===== config.mk =====
export PLATFORM = sky130hd
export DESIGN_NAME = xbar_hang_monitor
export DESIGN_NICKNAME = d
export VERILOG_FILES = /design/src/rtl/hm_pkg.sv /design/src/rtl/hm_track.sv /design/src/rtl/hm_pick.sv /design/src/rtl/hm_regs.sv /design/src/rtl/xbar_hang_monitor.sv
export SDC_FILE = /design/constraint.sdc
export NUM_CORES = 2
export LEC_CHECK = 0
export ABC_AREA = 1
export ABC_CLOCK_PERIOD_IN_PS = 11700
export BUFFER_PORTS_ARGS = -buffer_cell sky130_fd_sc_hd__buf_2
export CORE_ASPECT_RATIO = 2
export CORE_UTILIZATION = 50
export CTS_CLUSTER_DIAMETER = 50
export DETAILED_ROUTE_END_ITERATION = 10
export GPL_ROUTABILITY_DRIVEN = 0
export GPL_TIMING_DRIVEN = 0
export PLACE_DENSITY = 0.76
export SETUP_SLACK_MARGIN = 0.2
export SYNTH_ARGS = -nofsm -noshare
export SYNTH_HDL_FRONTEND = slang
export SYNTH_SLANG_ARGS = --single-unit

===== constraint.sdc =====
create_clock -name clk -period 11.7 [get_ports clk]
set_input_delay 1.755 -clock clk [delete_from_list [all_inputs] [get_ports clk]]
set_output_delay 1.755 -clock clk [all_outputs]
set_load 0.01 [all_outputs]

===== src/rtl/hm_pkg.sv =====
package hm_pkg;
    localparam int unsigned HM_ADDR_W = 2;
    localparam int unsigned HM_DATA_W = 32;

    localparam logic [HM_ADDR_W-1:0] HM_OFS_LIMIT  = 2'd0;
    localparam logic [HM_ADDR_W-1:0] HM_OFS_CTRL   = 2'd1;
    localparam logic [HM_ADDR_W-1:0] HM_OFS_CLEAR  = 2'd2;
    localparam logic [HM_ADDR_W-1:0] HM_OFS_RECORD = 2'd3;

    localparam int unsigned HM_CTRL_ENA  = 0;
    localparam int unsigned HM_CTRL_RAW  = 1;
    localparam int unsigned HM_CTRL_STAT = 2;

    localparam int unsigned HM_REC_MST = 0;
    localparam int unsigned HM_REC_SLV = 8;
    localparam int unsigned HM_REC_ID  = 16;
    localparam int unsigned HM_REC_WR  = 24;
endpackage


===== src/rtl/hm_track.sv =====
// Per-master in-order queue of outstanding transactions; times the head only.
module hm_track #(
    parameter int SLV_W = 3,
    parameter int ID_W  = 4,
    parameter int TO_W  = 13,
    parameter int DEPTH = 4
) (
    input  logic             clk,
    input  logic             rst_n,
    input  logic [TO_W-1:0]  limit,
    input  logic             req_vld,
    input  logic [SLV_W-1:0] req_slv,
    input  logic [ID_W-1:0]  req_id,
    input  logic             req_wr,
    input  logic             rsp_vld,
    output logic             expire,
    output logic [SLV_W-1:0] head_slv,
    output logic [ID_W-1:0]  head_id,
    output logic             head_wr
);
    localparam int EW = SLV_W + ID_W + 1;
    localparam int PW = (DEPTH > 1) ? $clog2(DEPTH) : 1;
    localparam int CW = $clog2(DEPTH + 1);
    localparam logic [CW-1:0] FULL = CW'(DEPTH);
    localparam logic [PW-1:0] LAST = PW'(DEPTH - 1);

    typedef struct packed {
        logic [DEPTH-1:0][EW-1:0] slot;
        logic [PW-1:0]            rd;
        logic [PW-1:0]            wr;
        logic [CW-1:0]            used;
        logic [TO_W-1:0]          age;
        logic                     fired;
    } trk_t;

    trk_t st_d, st_q;
    logic pend, pop, push, ripe;

    function automatic logic [PW-1:0] step_ptr(input logic [PW-1:0] p);
        return (p == LAST) ? '0 : p + 1'b1;
    endfunction

    always_comb begin
        st_d   = st_q;
        pend   = (st_q.used != '0);
        pop    = rsp_vld && pend;
        push   = req_vld && ((st_q.used != FULL) || pop);
        ripe   = (({1'b0, st_q.age} + 1'b1) >= {1'b0, limit});
        expire = pend && !st_q.fired && !pop && (limit != '0) && ripe;

        if (push) begin
            st_d.slot[st_q.wr] = {req_slv, req_id, req_wr};
            st_d.wr            = step_ptr(st_q.wr);
        end

        if (pop) begin
            st_d.rd    = step_ptr(st_q.rd);
            st_d.age   = '0;
            st_d.fired = 1'b0;
        end else if (pend && !st_q.fired) begin
            st_d.age   = st_q.age + 1'b1;
            st_d.fired = expire;
        end

        st_d.used = st_q.used + CW'(push) - CW'(pop);
    end

    always_ff @(posedge clk or negedge rst_n) begin
        if (!rst_n) st_q <= '0;
        else        st_q <= st_d;
    end

    assign {head_slv, head_id, head_wr} = st_q.slot[st_q.rd];
endmodule


===== src/rtl/hm_pick.sv =====
// Lowest-index selection among the masters that timed out this cycle.
module hm_pick #(
    parameter int N  = 16,
    parameter int IW = $clog2(N)
) (
    input  logic [N-1:0]  hit,
    output logic          any,
    output logic [IW-1:0] idx
);
    always_comb begin
        any = |hit;
        idx = '0;
        for (int i = N - 1; i >= 0; i--) begin
            if (hit[i]) idx = IW'(i);
        end
    end
endmodule


===== src/rtl/hm_regs.sv =====
// Limit, enable, sticky raw bit, event record and read mux.
module hm_regs
    import hm_pkg::*;
#(
    parameter int TO_W      = 13,
    parameter int LIMIT_RST = 2048,
    parameter int MST_W     = 4,
    parameter int SLV_W     = 3,
    parameter int ID_W      = 4
) (
    input  logic                 clk,
    input  logic                 rst_n,
    input  logic                 reg_wr,
    input  logic [HM_ADDR_W-1:0] reg_addr,
    input  logic [HM_DATA_W-1:0] reg_wdata,
    output logic [HM_DATA_W-1:0] reg_rdata,
    input  logic                 hit_any,
    input  logic [MST_W-1:0]     hit_mst,
    input  logic [SLV_W-1:0]     hit_slv,
    input  logic [ID_W-1:0]      hit_id,
    input  logic                 hit_wr,
    output logic [TO_W-1:0]      limit,
    output logic                 irq,
    output logic                 irq_raw,
    output logic [MST_W-1:0]     rec_mst,
    output logic [SLV_W-1:0]     rec_slv,
    output logic [ID_W-1:0]      rec_id,
    output logic                 rec_wr
);
    typedef struct packed {
        logic [TO_W-1:0]  limit;
        logic             ena;
        logic             raw;
        logic [MST_W-1:0] mst;
        logic [SLV_W-1:0] slv;
        logic [ID_W-1:0]  id;
        logic             wr;
    } cfg_t;

    function automatic cfg_t reset_val();
        cfg_t v = '0;
        v.limit = TO_W'(LIMIT_RST);
        v.ena   = 1'b1;
        return v;
    endfunction

    cfg_t st_d, st_q;
    logic wr_limit, wr_ctrl, clr;
    logic unused_wdata;

    assign unused_wdata = ^reg_wdata[HM_DATA_W-1:TO_W];

    always_comb begin
        st_d     = st_q;
        wr_limit = reg_wr && (reg_addr == HM_OFS_LIMIT);
        wr_ctrl  = reg_wr && (reg_addr == HM_OFS_CTRL);
        clr      = reg_wr && (reg_addr == HM_OFS_CLEAR) && reg_wdata[0];

        if (wr_limit) st_d.limit = reg_wdata[TO_W-1:0];
        if (wr_ctrl)  st_d.ena   = reg_wdata[HM_CTRL_ENA];

        if (hit_any && (!st_q.raw || clr)) begin
            st_d.mst = hit_mst;
            st_d.slv = hit_slv;
            st_d.id  = hit_id;
            st_d.wr  = hit_wr;
        end

        if (hit_any)  st_d.raw = 1'b1;
        else if (clr) st_d.raw = 1'b0;
    end

    always_ff @(posedge clk or negedge rst_n) begin
        if (!rst_n) st_q <= reset_val();
        else        st_q <= st_d;
    end

    always_comb begin
        reg_rdata = '0;
        case (reg_addr)
            HM_OFS_LIMIT: reg_rdata[TO_W-1:0] = st_q.limit;
            HM_OFS_CTRL: begin
                reg_rdata[HM_CTRL_ENA]  = st_q.ena;
                reg_rdata[HM_CTRL_RAW]  = st_q.raw;
                reg_rdata[HM_CTRL_STAT] = st_q.raw & st_q.ena;
            end
            HM_OFS_RECORD: begin
                reg_rdata[HM_REC_MST +: MST_W] = st_q.mst;
                reg_rdata[HM_REC_SLV +: SLV_W] = st_q.slv;
                reg_rdata[HM_REC_ID  +: ID_W]  = st_q.id;
                reg_rdata[HM_REC_WR]           = st_q.wr;
            end
            default: reg_rdata = '0;
        endcase
    end

    assign limit   = st_q.limit;
    assign irq_raw = st_q.raw;
    assign irq     = st_q.raw & st_q.ena;
    assign rec_mst = st_q.mst;
    assign rec_slv = st_q.slv;
    assign rec_id  = st_q.id;
    assign rec_wr  = st_q.wr;
endmodule


===== src/rtl/xbar_hang_monitor.sv =====
module xbar_hang_monitor
    import hm_pkg::*;
#(
    parameter int N_MST     = 16,
    parameter int SLV_W     = 3,
    parameter int ID_W      = 4,
    parameter int TO_W      = 13,
    parameter int LIMIT_RST = 2048,
    parameter int OUT_DEPTH = 4
) (
    input  logic                   clk,
    input  logic                   rst_n,
    input  logic [N_MST-1:0]       req_vld,
    input  logic [N_MST*SLV_W-1:0] req_slv,
    input  logic [N_MST*ID_W-1:0]  req_id,
    input  logic [N_MST-1:0]       req_wr,
    input  logic [N_MST-1:0]       rsp_vld,
    input  logic                   reg_wr,
    input  logic [HM_ADDR_W-1:0]   reg_addr,
    input  logic [HM_DATA_W-1:0]   reg_wdata,
    output logic [HM_DATA_W-1:0]   reg_rdata,
    output logic                   irq
);
    localparam int MST_W = $clog2(N_MST);

    logic [TO_W-1:0]  limit;
    logic [N_MST-1:0] hit_vec;
    logic             hit_any;
    logic [MST_W-1:0] hit_idx;
    logic [SLV_W-1:0] head_slv [N_MST];
    logic [ID_W-1:0]  head_id  [N_MST];
    logic [N_MST-1:0] head_wr;
    logic             irq_raw;
    logic [MST_W-1:0] rec_mst;
    logic [SLV_W-1:0] rec_slv;
    logic [ID_W-1:0]  rec_id;
    logic             rec_wr;

    for (genvar g = 0; g < N_MST; g++) begin : g_trk
        hm_track #(
            .SLV_W(SLV_W), .ID_W(ID_W), .TO_W(TO_W), .DEPTH(OUT_DEPTH)
        ) u_trk (
            .clk      (clk),
            .rst_n    (rst_n),
            .limit    (limit),
            .req_vld  (req_vld[g]),
            .req_slv  (req_slv[g*SLV_W +: SLV_W]),
            .req_id   (req_id[g*ID_W +: ID_W]),
            .req_wr   (req_wr[g]),
            .rsp_vld  (rsp_vld[g]),
            .expire   (hit_vec[g]),
            .head_slv (head_slv[g]),
            .head_id  (head_id[g]),
            .head_wr  (head_wr[g])
        );
    end

    hm_pick #(.N(N_MST), .IW(MST_W)) u_pick (
        .hit (hit_vec),
        .any (hit_any),
        .idx (hit_idx)
    );

    hm_regs #(
        .TO_W(TO_W), .LIMIT_RST(LIMIT_RST), .MST_W(MST_W), .SLV_W(SLV_W), .ID_W(ID_W)
    ) u_regs (
        .clk       (clk),
        .rst_n     (rst_n),
        .reg_wr    (reg_wr),
        .reg_addr  (reg_addr),
        .reg_wdata (reg_wdata),
        .reg_rdata (reg_rdata),
        .hit_any   (hit_any),
        .hit_mst   (hit_idx),
        .hit_slv   (head_slv[hit_idx]),
        .hit_id    (head_id[hit_idx]),
        .hit_wr    (head_wr[hit_idx]),
        .limit     (limit),
        .irq       (irq),
        .irq_raw   (irq_raw),
        .rec_mst   (rec_mst),
        .rec_slv   (rec_slv),
        .rec_id    (rec_id),
        .rec_wr    (rec_wr)
    );
endmodule


==> results.json <==
{
  "io_buffers": 196,
  "cts_max_level": 3,
  "cp_max_fo": 10,
  "min_path_type": "reg2reg",
  "cts_tree": "done",
  "ant_nets": 0,
  "die_area_um2": 101000,
  "cts-root-buf": "clkbuf_16",
  "instances_no_fill": 7572,
  "slowest_delay_ns": 0.38,
  "path_clk_slew_ns": 0.06,
  "rows": 163,
  "drc_errors": 0,
  "clock_latency_ns": 0.69,
  "ys_top_cells_by_area": "dfrtp_1 (44%), ha_1 (8.6%), nand2_1 (8.5%), inv_1 (7.0%), o21ai_0 (6.0%)",
  "finish.utilization": 0.563,
  "drive_above_1_share": 0.119,
  "dpl.hpwl_um": 102000,
  "die_h_um": 447,
  "finalMaxSlewViolations": 0,
  "cts_resized": 0,
  "design_power_total_mw": 12.7,
  "syn-cell-area_um2": 49600,
  "cts_setup_buffers": 0,
  "yosysUniqueCellTypes": 58,
  "wire_per_inst_um": 17.8,
  "initial_utilization": 0.504,
  "ys_ff_latch": 875,
  "required_ns": 9.95,
  "cts_hold_buf": 0,
  "grt_max_degree": 126,
  "cp-end-kind": "output pin",
  "finalHoldWorstSlack_ns": 0.484,
  "cts.sinks": 875,
  "critical_path_class": "in2out",
  "coreArea_um2": 98500,
  "grt_pass1_vias": 42100,
  "cp_common_cell": "buf_2",
  "num_io_pins": 230,
  "crit_path_start_kind": "primary input",
  "async_reset_ff_frac": 1.00,
  "synth.most_common_cell": "nand2_1",
  "clockBufferDepth": 3,
  "rsz0062_at_grt": "false",
  "postSynthAreaPerCell_um2": 8.46,
  "final_nets": 6726,
  "syn_to_final_growth_pct": 11.8,
  "grt.overflow.total": 0,
  "status": "completed",
  "worstSetupStartpoint": "reg_addr[1]",
  "via_per_inst": 5.45,
  "fmax_ghz": 0.200,
  "synth_commonest_cells": "nand2_1 (1119), inv_1 (922), dfrtp_1 (873), o21ai_0 (593), a21oi_1 (404)",
  "synth_top_area_cell": "dfrtp_1",
  "r2r_start": "u_regs.limit[3]",
  "crit_chain": "buf_2, ha_1, clkbuf_1, nand2_1, a31oi_1, buf_2",
  "grt_pass1_wl_um": 214000,
  "hold_viol_final": 0,
  "leakagePower_nw": 27.6,
  "vdd_drop_max_uv": 149,
  "final.period_utilization": 0.428,
  "synthCells": 5867,
  "crit_slowest_cell": "clkbuf_1",
  "cts_buffers": 85,
  "chipWidth_um": 225,
  "worst_pin_slew_ns": 1.43,
  "vias": 41300,
  "ys_warn_count": 0,
  "yosysSeqAreaShare": 0.441,
  "synth_ff_type": "dfrtp_1",
  "worstPathArrival_ns": 3.25,
  "min_from": "u_regs.rec_slv[2]",
  "drtIter0Drc": 2479,
  "cp_top_family": "buffers and inverters",
  "maxSlewHeadroom": 0.0476,
  "period_minus_slack_ns": 5.01,
  "synth_top_area_share": 0.440,
  "p_per_area_nw_per_um2": 229,
  "grt_usage": 0.272,
  "clock_skew_ns": 0.0359,
  "firstDrtPassIters": 6,
  "dp.cells": 7405,
  "setup_violations": 0,
  "antenna_found_initial": 17,
  "path_buf_inv": 3,
  "wl_um": 135000,
  "synth-edff-count": 0,
  "fin_tns_setup_ns": 0,
  "cap_violations": 0
}
sequential cells by signal, indices dropped and copies added, names as in the netlist:
signal,cells
u_regs.st_q,1
u_regs.rec_id,4
g_trk.u_trk.st_q,848
u_regs.rec_wr,1
u_regs.rec_mst,4
u_regs.limit,13
u_regs.rec_slv,3
u_regs.irq_raw,1
where the power goes:
group          internal (mW)  leakage (nW)  switching [mW]
clock                   1.64          1.41            1.25
sequential              4.20          11.0           0.611
combinational           1.82          15.3            3.20
metrics by stage:
stage               worst slack (ns)  area, µm²
global route                    6.46      55400
finish                          6.69      55500
floorplan                       7.32      49700
CTS                             6.75      55400
global placement              -10.14      52300
detailed placement              6.76      52600
logic make-up after synthesis:
family / Yosys count / synth area share
buf+inv: 1169 / 0.0954
mux: 215 / 0.0488
other cells: 1 / 0.0000756
flops: 875 / 0.441
fa+ha+maj: 357 / 0.0924
simple gates: 1880 / 0.162
xor+xnor: 164 / 0.0290
compound gates: 1206 / 0.131
tightest hold or removal path, stage by stage (launching register included):
cell and delay, ns:
dfrtp_1 0.34, nand2_1 0.05, nand2_1 0.06
per-layer routing:
layer,global-route usage,vias up,share of wire
li1,-,19700,-
met1,0.292,19900,0.36
met2,0.485,1274,0.50
met3,0.0409,475,0.058
met4,0.192,16,0.075
met5,0,-,0.00079
cell type report:
class                           count  area (µm²)
Antenna cell                       13        32.5
Buffer                            186        1020
Clock buffer                      123        2480
Clock inverter                     31         399
Fill cell                        8669       43000
Inverter                          983        3720
Multi-Input combinational cell   3836       23000
Sequential cell                   875       21900
Tap cell                         1320        1650
Timing Repair Buffer              205        1240
worst paths after layout:
check / endpoint / slack, ns / depth (start not counted)
worst min register to register: u_regs.rec_slv[2] / 0.48 / 2
worst min-delay path: u_regs.rec_slv[2] / 0.48 / 2
max in group asynchronous: g_trk[7].u_trk.st_q[47] / 7.64 / 7
worst max register to register: u_regs.rec_slv[1] / 6.79 / 27
worst max-delay path: reg_rdata[2] / 6.69 / 6
min in group asynchronous: g_trk[3].u_trk.st_q[23] / 1.13 / 2
cell usage in the layout, fill, tap and decap left out, types with 8 or more instances in the layout:
cell type  Yosys  routed
buf_16         0       9
inv_1        922     922
fa_1          16      16
xor2_1       138     138
o21ai_0      593     593
buf_2          5     200
clkbuf_8       3      22
buf_6          8       8
a31oi_1        9       9
dfrtp_1      873     873
buf_4         16      16
nand3_1      316     316
xnor2_1       26      26
o211ai_1      14      14
and2_1        14      14
nor2_1       263     263
a21oi_1      404     404
nand4_1       40      40
clkinv_2       0      11
inv_2         37      37
diode_2        0      13
nand2_1     1119    1119
a32o_1        27      27
o21ai_1       11      11
nand3_2       10      10
nor2_2        17      17
clkinv_1      22      22
o22ai_1      102     102
conb_1         1      14
clkbuf_16      0      86
a211oi_1      16      16
nand2_2       35      35
nor3_1        28      28
nor3_2        10      10
clkbuf_1     142     160
ha_1         341     341
mux2_2       215     215
Note: power is estimated with default switching activity, not from simulation.
